## config.mk

```make
export PLATFORM = sky130hd
export DESIGN_NAME = dual_addr_ptr
export DESIGN_NICKNAME = d
export VERILOG_FILES = /design/src/rtl/dap_pkg.sv /design/src/rtl/dap_step.sv /design/src/rtl/dap_ptr_reg.sv /design/src/rtl/dap_sfr_map.sv /design/src/rtl/dual_addr_ptr.sv
export SDC_FILE = /design/constraint.sdc
export NUM_CORES = 1
export LEC_CHECK = 0
export ABC_AREA = 1
export BUFFER_PORTS_ARGS = -buffer_cell sky130_fd_sc_hd__buf_2
export CAP_MARGIN = 20
export CORE_UTILIZATION = 35
export DETAILED_ROUTE_END_ITERATION = 7
export GPL_TIMING_DRIVEN = 0
export PLACE_DENSITY_LB_ADDON = 0.05
export SLEW_MARGIN = 15
export SYNTH_ARGS = -nofsm -noshare
export SYNTH_HDL_FRONTEND = slang
export SYNTH_SLANG_ARGS = --single-unit
```

## constraint.sdc

```tcl
create_clock -name clk -period 3.7 [get_ports clk]
set_clock_uncertainty 0.05 [all_clocks]
set_input_delay 0.555 -clock clk [delete_from_list [all_inputs] [get_ports clk]]
set_output_delay 0.555 -clock clk [all_outputs]
set_load 0.01 [all_outputs]
```

## src/rtl/dap_pkg.sv

```systemverilog
package dap_pkg;

   typedef enum logic [1:0] {
      DAP_NOP  = 2'b00,
      DAP_LOAD = 2'b01,
      DAP_INC  = 2'b10,
      DAP_DEC  = 2'b11
   } dap_op_e;

   function automatic bit dap_is_pow2(input int n);
      return (n > 0) && ((n & (n - 1)) == 0);
   endfunction

endpackage

```

## src/rtl/dap_step.sv

```systemverilog
module dap_step #(
   parameter int WIDTH    = 16,
   parameter int BYTE_W   = 8,
   parameter bit BYTEWISE = 1'b1
) (
   input  logic [WIDTH-1:0] cur_i,
   input  logic             down_i,
   output logic [WIDTH-1:0] nxt_o
);
   localparam int NBYTES = WIDTH / BYTE_W;

   generate
      if (BYTEWISE) begin : g_chain
         logic [NBYTES-1:0] carry;
         assign carry[0] = 1'b1;
         for (genvar b = 0; b < NBYTES; b++) begin : g_byte
            logic [BYTE_W-1:0] seg;
            assign seg = cur_i[b*BYTE_W +: BYTE_W];
            assign nxt_o[b*BYTE_W +: BYTE_W] = down_i ? seg - BYTE_W'(carry[b])
                                                      : seg + BYTE_W'(carry[b]);
            if (b < NBYTES - 1) begin : g_next
               assign carry[b+1] = carry[b] & (down_i ? (seg == '0) : (seg == '1));
            end
         end
      end else begin : g_flat
         assign nxt_o = down_i ? cur_i - WIDTH'(1) : cur_i + WIDTH'(1);
      end
   endgenerate

endmodule

```

## src/rtl/dap_ptr_reg.sv

```systemverilog
module dap_ptr_reg
   import dap_pkg::*;
#(
   parameter int WIDTH    = 16,
   parameter int BYTE_W   = 8,
   parameter bit BYTEWISE = 1'b1,
   localparam int NBYTES  = WIDTH / BYTE_W
) (
   input  logic              clk,
   input  logic              rst_n,
   input  logic              op_en_i,
   input  dap_op_e           op_kind_i,
   input  logic [WIDTH-1:0]  op_data_i,
   input  logic [NBYTES-1:0] byte_we_i,
   input  logic [BYTE_W-1:0] wdata_i,
   output logic [WIDTH-1:0]  q_o
);
   logic [WIDTH-1:0] stepped;

   dap_step #(
      .WIDTH    (WIDTH),
      .BYTE_W   (BYTE_W),
      .BYTEWISE (BYTEWISE)
   ) u_step (
      .cur_i  (q_o),
      .down_i (op_kind_i == DAP_DEC),
      .nxt_o  (stepped)
   );

   always_ff @(posedge clk or negedge rst_n) begin
      if (!rst_n) begin
         q_o <= '0;
      end else if (op_en_i) begin
         case (op_kind_i)
            DAP_LOAD:         q_o <= op_data_i;
            DAP_INC, DAP_DEC: q_o <= stepped;
            default:          q_o <= q_o;
         endcase
      end else begin
         for (int b = 0; b < NBYTES; b++) begin
            if (byte_we_i[b]) q_o[b*BYTE_W +: BYTE_W] <= wdata_i;
         end
      end
   end

endmodule

```

## src/rtl/dap_sfr_map.sv

```systemverilog
module dap_sfr_map #(
   parameter int ADDR_W   = 8,
   parameter int BYTE_W   = 8,
   parameter int NUM_PTR  = 2,
   parameter int NBYTES   = 2,
   parameter int PTR_BASE = 'h82,
   parameter int SEL_ADDR = 'h86,
   parameter int SEL_W    = 1,
   localparam int NSLOTS  = NUM_PTR * NBYTES
) (
   input  logic [ADDR_W-1:0]        addr_i,
   input  logic                     wr_i,
   input  logic [NSLOTS*BYTE_W-1:0] ptr_flat_i,
   input  logic [SEL_W-1:0]         sel_i,
   output logic [NSLOTS-1:0]        byte_we_o,
   output logic                     sel_we_o,
   output logic [BYTE_W-1:0]        rdata_o,
   output logic                     hit_o
);
   logic [NSLOTS-1:0] slot_hit;
   logic              sel_hit;

   generate
      for (genvar s = 0; s < NSLOTS; s++) begin : g_slot
         assign slot_hit[s] = (addr_i == ADDR_W'(PTR_BASE + s));
      end
   endgenerate

   assign sel_hit   = (addr_i == ADDR_W'(SEL_ADDR));
   assign byte_we_o = slot_hit & {NSLOTS{wr_i}};
   assign sel_we_o  = sel_hit & wr_i;
   assign hit_o     = (|slot_hit) | sel_hit;

   always_comb begin
      rdata_o = '0;
      for (int s = 0; s < NSLOTS; s++) begin
         if (slot_hit[s]) rdata_o = rdata_o | ptr_flat_i[s*BYTE_W +: BYTE_W];
      end
      if (sel_hit) rdata_o = rdata_o | BYTE_W'(sel_i);
   end

endmodule

```

## src/rtl/dual_addr_ptr.sv

```systemverilog
module dual_addr_ptr
   import dap_pkg::*;
#(
   parameter int PTR_W          = 16,
   parameter int BYTE_W         = 8,
   parameter int NUM_PTR        = 2,
   parameter int ADDR_W         = 8,
   parameter int PTR_BASE       = 'h82,
   parameter int SEL_ADDR       = 'h86,
   parameter bit BYTEWISE_STEP  = 1'b1
) (
   input  logic              clk,
   input  logic              rst_n,
   input  logic              sfr_wr,
   input  logic [ADDR_W-1:0] sfr_addr,
   input  logic [BYTE_W-1:0] sfr_wdata,
   output logic [BYTE_W-1:0] sfr_rdata,
   output logic              sfr_hit,
   input  logic              op_valid,
   input  logic [1:0]        op_kind,
   input  logic [PTR_W-1:0]  op_data,
   output logic [PTR_W-1:0]  ptr_addr
);
   localparam int NBYTES = PTR_W / BYTE_W;
   localparam int SEL_W  = (NUM_PTR > 1) ? $clog2(NUM_PTR) : 1;
   localparam int NSLOTS = NUM_PTR * NBYTES;

   generate
      if (PTR_W % BYTE_W != 0) begin : g_bad_width
         $error("PTR_W must be a whole number of bytes");
      end
      if (NUM_PTR < 2 || !dap_is_pow2(NUM_PTR)) begin : g_bad_count
         $error("NUM_PTR must be a power of two, at least 2");
      end
      if (SEL_W > BYTE_W) begin : g_bad_sel
         $error("select field wider than a register byte");
      end
      if (PTR_BASE + NSLOTS > (1 << ADDR_W) || SEL_ADDR >= (1 << ADDR_W)) begin : g_bad_range
         $error("register addresses exceed the address space");
      end
      if (SEL_ADDR >= PTR_BASE && SEL_ADDR < PTR_BASE + NSLOTS) begin : g_bad_overlap
         $error("select address overlaps the pointer bytes");
      end
   endgenerate

   dap_op_e                   op_code;
   logic                      op_active;
   logic [SEL_W-1:0]          sel_q;
   logic                      sel_we;
   logic [NSLOTS-1:0]         byte_we;
   logic [NUM_PTR*PTR_W-1:0]  ptr_flat;

   assign op_code   = dap_op_e'(op_kind);
   assign op_active = op_valid && (op_code != DAP_NOP);

   always_ff @(posedge clk or negedge rst_n) begin
      if (!rst_n)      sel_q <= '0;
      else if (sel_we) sel_q <= sfr_wdata[SEL_W-1:0];
   end

   generate
      for (genvar k = 0; k < NUM_PTR; k++) begin : g_ptr
         dap_ptr_reg #(
            .WIDTH    (PTR_W),
            .BYTE_W   (BYTE_W),
            .BYTEWISE (BYTEWISE_STEP)
         ) u_reg (
            .clk       (clk),
            .rst_n     (rst_n),
            .op_en_i   (op_active && (sel_q == SEL_W'(k))),
            .op_kind_i (op_code),
            .op_data_i (op_data),
            .byte_we_i (byte_we[k*NBYTES +: NBYTES]),
            .wdata_i   (sfr_wdata),
            .q_o       (ptr_flat[k*PTR_W +: PTR_W])
         );
      end
   endgenerate

   always_comb begin
      ptr_addr = '0;
      for (int k = 0; k < NUM_PTR; k++) begin
         if (sel_q == SEL_W'(k)) ptr_addr = ptr_flat[k*PTR_W +: PTR_W];
      end
   end

   dap_sfr_map #(
      .ADDR_W   (ADDR_W),
      .BYTE_W   (BYTE_W),
      .NUM_PTR  (NUM_PTR),
      .NBYTES   (NBYTES),
      .PTR_BASE (PTR_BASE),
      .SEL_ADDR (SEL_ADDR),
      .SEL_W    (SEL_W)
   ) u_map (
      .addr_i     (sfr_addr),
      .wr_i       (sfr_wr),
      .ptr_flat_i (ptr_flat),
      .sel_i      (sel_q),
      .byte_we_o  (byte_we),
      .sel_we_o   (sel_we),
      .rdata_o    (sfr_rdata),
      .hit_o      (sfr_hit)
   );

endmodule


```

* Yosys cells after proc, flatten, opt, wreduce, memory -nomap -nowiden
Cells that the tools add are included.
Storage, ports and cells: bits in registers 33, output and inout bits 25, word-level logic and storage cells 69
Operators by class: bitwise gates (word level) 8, muxes and demuxes 20, add/sub/neg operators 8, reduce and logical (&&, ||, !) cells 16, eq/ne operators 12
Operator list (number):
- 8-bit 2-to-1 mux | 13
- 16-bit case mux with 2 select lines | 2
- 8-bit == test (second input constant) | 7
- 16-bit 2-to-1 mux | 3
- 8-bit bitwise OR | 3
- 8-bit by 1-bit adder with 8-bit output | 2
- 8-bit by 1-bit adder with 8-bit output (second input constant) | 2
- 8-bit zero test | 2
- 8-bit by 1-bit subtractor with 8-bit output | 2
- 8-bit by 1-bit subtractor with 8-bit output (second input constant) | 2
- 2-bit nonzero test | 5
- 8-bit by 1-bit bitwise OR with 8-bit output | 1
- 2-bit AND reduction | 4
- 3-bit inequality test (second input constant) | 2
- 4-bit AND | 1
- 2-bit == test (second input constant) | 2
- 4-bit OR reduction | 1
- 1-bit logical AND | 3
- 2-bit by 1-bit == test with 1-bit output (second input constant) | 1
- 1-bit 2-to-1 mux | 2
- 2-bit OR reduction | 1
- 1-bit AND | 1
- 1-bit NOT | 1
- 1-bit bitwise OR | 1

* Depth between registers and ports, before layout
depth in word-level cells 10, gate-level depth with buffers 17

* Cells and area by module
A second synthesis with hierarchy kept.
Second synthesis, totals: cells, all modules 760, area, all modules 4571.9 µm²
By module, submodules not included:
- dap_ptr_reg | area each 1127.3 µm², times used 2, sequential area each 400.4 µm², cells each 184
- dap_step | area each 767.0 µm², times used 2, sequential area each 0.0 µm², cells each 125
- dap_sfr_map | area each 494.2 µm², times used 1, sequential area each 0.0 µm², cells each 83
- dual_addr_ptr | area each 289.0 µm², times used 1, sequential area each 25.0 µm², cells each 59

* Worst setup path before layout
Ideal clock, no wire load.
kind input to register, from input op_kind[1], to register g_ptr[1].u_reg.q_o[12], path slack 0.946 ns, arrival 2.631 ns, required time 3.577 ns, stages 14, cells stage by stage buf_4 -> nand2_2 -> inv_1 -> nand4_1 -> o21ai_0 -> ha_1 -> inv_1 -> fa_1 -> and3_1 -> o21ai_0 -> nand2_1 -> o21ai_0 -> nand2_1 -> a21oi_2
On the way: cells in the longest elaborated chain, start to end 6, elaborated cells between the ends (all ways) 16
RTL lines:
- start, declared | RTL line dual_addr_ptr.sv:20 | input logic [1:0] op_kind,
- 2-bit == test | RTL line dap_ptr_reg.sv:26, dap_ptr_reg.sv:34
- 1-bit 2-to-1 mux | RTL line dap_step.sv:22 | assign carry[b+1] = carry[b] & (down_i ? (seg == '0) : (seg == '1));
- 8-bit by 1-bit adder with 8-bit output / 8-bit by 1-bit subtractor with 8-bit output (equally long branches) | RTL line dap_step.sv:20, dap_step.sv:19
- 8-bit 2-to-1 mux | RTL line dap_step.sv:19 | assign nxt_o[b*BYTE_W +: BYTE_W] = down_i ? seg - BYTE_W'(carry[b])
- 16-bit case mux with 2 select lines | RTL line dap_ptr_reg.sv:34 | case (op_kind_i)
- 16-bit 2-to-1 mux | RTL line dap_ptr_reg.sv:33 | end else if (op_en_i) begin
- end signal, assigned | RTL line dap_ptr_reg.sv:35 | DAP_LOAD: q_o <= op_data_i;
- end signal, assigned | RTL line dap_ptr_reg.sv:36 | DAP_INC, DAP_DEC: q_o <= stepped;
- end signal, assigned | RTL line dap_ptr_reg.sv:37 | default: q_o <= q_o;
- end, declared | RTL line dap_ptr_reg.sv:16 | output logic [WIDTH-1:0] q_o
Parallel ways exist; a longest one is shown, timed or not. A chain may end at the register's enable or synchronous reset.

* Final worst setup path
Same ends and word-level chain as after synthesis.

==> results.toml <==
[floorplanning]
dieArea_mm2 = 0.0112
die_w_um = 106
rows = 37
boundaryPins = 63
start_util_pct = 36.4
coreArea_mm2 = 0.0104
die_h_um = 106

[power_and_ir_drop]
p_leak_nw = 2.27
ir_drop_mv = 0.189
finalPower_mw = 1.98
pwr_density_cell_mw_per_mm2 = 456

[synth]
synthArstFlopShare_pct = 100
synth_cells = 596
synth_area_mm2 = 0.00377
synth_edf_count = 0
yosys-top-cells-count = "180 x nand2_1, 69 x inv_1, 59 x o21ai_0"
avgSynthCellArea_um2 = 6.33
ys_ff_latch = 33
synth.area.top_cells = "dfrtp_1 22%, nand2_1 18%, ha_1 9.3%, o21ai_0 7.8%, inv_1 6.9%"
yosys.cell_count.top_type = "nand2_1"
synthFlopType = "dfrtp_1"
yosys.cell_types.count = 42
yosysTopAreaCellShare_pct = 21.9
synth_top_area_cell = "dfrtp_1"
yosysSeqAreaShare_pct = 21.9
yosys_warnings = 0
syn-num-nets = 666

[grt]
grt_pass1_vias = 4086
overflow = 0
grt_usage_pct = 26.6
grt_max_degree = 34
grt_antenna_before_repair = 0
grt_pass1_wl_mm = 22.5

[cells_and_area]
n_antenna_cell = 0
fill_cells = 1125
finalNonFillerCells = 801
final_layout_size_suffix_gt1_share_pct = 15.6
layout.nets = 735
areaGrowthSynthToFinish_pct = 15.1

[placed_design]
dp_slack_ps = -113
io_buffers = 62
gp_congestion = 0.892
place_inst = 794
hpwlAfterDp_mm = 11.6

[cts]
holdBufCountCts = 0
numClockSinks = 33
htree_levels = 2
cts_tree = "yes"
ctsRootBufferMaster = "clkbuf_8"
clkLatencyLatePin_ps = 290
clk_pin_slew_ps = 80
cts_buffer_depth = 2
cts_setup_buffers = 0
cts_buffers = 5

[timing]
worstMarginPinSlew_ps = 936
finalMaxSlewViolations = 0
fin_ws_ps = 360
slew_headroom_pct = 37.0
finalSetupViolCount = 0
final.setup.tns_ps = 0
hold_viol_final = 0
max_freq_mhz = 299
whs_ps = 325
rsz0062_at_grt = "false"
fin_crit_ps = 3340
post-route-period-util_pct = 90.3

[route]
num_vias = 4283
wl_per_cell_um = 18.0
antenna_left = 0
routed_via_density = 5.35
drtPass1Iterations = 7
drcViolationCount = 0
wirelength_mm = 14.4
drt_iter0_markers = 284

[critical_path]
path_class = "in2reg"
cp_cell_sequence = "buf_2 > buf_4 > nand2_2 > clkinvlp_4 > nand4_1 > o21ai_0 > ha_1 > inv_1 > fa_1 > and3_1 > o21ai_0 > nand2_1 > o21ai_0 > nand2_1 > a21oi_2"
crit_buf_inv = 4
r2r_end = "g_ptr[1].u_reg.q_o[12]"
cp.depth = 15
r2r_setup_slack_ps = 480
cp_max_fo = 13
ff2ff_path_depth = 13
critPathLaunch = "op_kind[1]"
startpoint_type = "input pin"
critical_path.endpoint = "g_ptr[1].u_reg.q_o[12]"
slowest_stage = "fa_1"
required_ps = 3870
crit_arrival_ps = 3510
r2r-start = "g_ptr[1].u_reg.q_o[0]"
crit_family = "compound AO/OA/AOI/OAI gates"
endpoint_kind = "flop"
slowest_delay_ps = 420
cp_common_cell = "o21ai_0"

[worst_hold_path]
hp-class = "in2async"

[run_status]
status = "complete, no violations"

[flow_run]
drv_cap = 0
kinds of logic after synthesis:
logic type	synth area share [%]
AO/OA/AOI/OAI	20.1
XOR/XNOR	1.39
adder cells (fa/ha/maj)	11.4
buffers and inverters	10.2
flip-flops	21.9
AND/OR/NAND/NOR	35.0
cells in the final DEF (no fill, tap or decap), types with 9 or more instances in the layout:
| cell type | count |
|---|---|
| nand2_1 | 180 |
| inv_1 | 68 |
| buf_2 | 67 |
| o21ai_0 | 59 |
| nand3_1 | 45 |
| nor2_1 | 37 |
| dfrtp_1 | 33 |
| a21oi_1 | 29 |
| ha_1 | 28 |
| nand4_1 | 16 |
| o22ai_1 | 9 |
| clkbuf_1 | 9 |
| a31oi_1 | 9 |
worst register-to-register path, stage by stage, from the launching register on:
cell and delay, ps:
dfrtp_1 540, nand2_1 90, nor2_1 190, nand3_1 410, o21ai_0 360, ha_1 240
inv_1 60, fa_1 420, and3_1 180, o21ai_0 150, nand2_1 60, o21ai_0 190
nand2_1 90, a21oi_2 140
metrics by stage:
stage / utilization (%) / instance area [µm²]
6_report: 41.9 / 4340
5_1_grt: 41.9 / 4340
4_1_cts: 41.8 / 4340
3_5_place_dp: 41.0 / 4250
3_3_place_gp: 41.0 / 4250
2_1_floorplan: - / 3770
area by class of cell:
cell class / instances / area, µm² / share of cell area [%]
plain buffers: 18 / 108 / 2.48
clock buffers: 7 / 86.3 / 1.99
inverters: 74 / 283 / 6.51
multi-input cells: 471 / 2560 / 58.9
flip-flops and latches: 33 / 826 / 19.0
well taps: 136 / 170 / 3.92
repair buffers: 62 / 310 / 7.14
worst min-delay path by stage:
stage	startpoint	end	slack [ps]	cells after the start
2_1_floorplan	rst_n	g_ptr[0].u_reg.q_o[0]	210	0
3_3_place_gp	g_ptr[0].u_reg.q_o[8]	g_ptr[0].u_reg.q_o[8]	480	2
3_5_place_dp	g_ptr[0].u_reg.q_o[8]	g_ptr[0].u_reg.q_o[8]	490	2
4_1_cts	rst_n	g_ptr[0].u_reg.q_o[1]	340	1
5_1_grt	rst_n	g_ptr[1].u_reg.q_o[0]	370	1
6_report	rst_n	sel_q	330	1
flip-flops by register name (all words and copies together) (netlist names):
register / count
g_ptr.u_reg.q_o: 32
sel_q: 1
what timing repair did:
item / 4_1_cts / 5_1_grt
resized for setup: 0 / 1
endpoints found under the hold margin: 0 / 0
endpoints found under the setup margin: 0 / 1
layer usage:
layer	up-vias	global-route usage (%)	share of wire, %
li1	2134	-	-
met2	146	46.4	48
met4	0	8.13	2.4
met5	-	0	0
met3	27	2.35	5.0
met1	1976	34.6	45
where the power goes:
part / internal, mW / switching [mW]
clock: 0.148 / 0.145
sequential: 0.462 / 0.146
combinational: 0.399 / 0.679
Note: power is estimated with default switching activity, not from simulation.
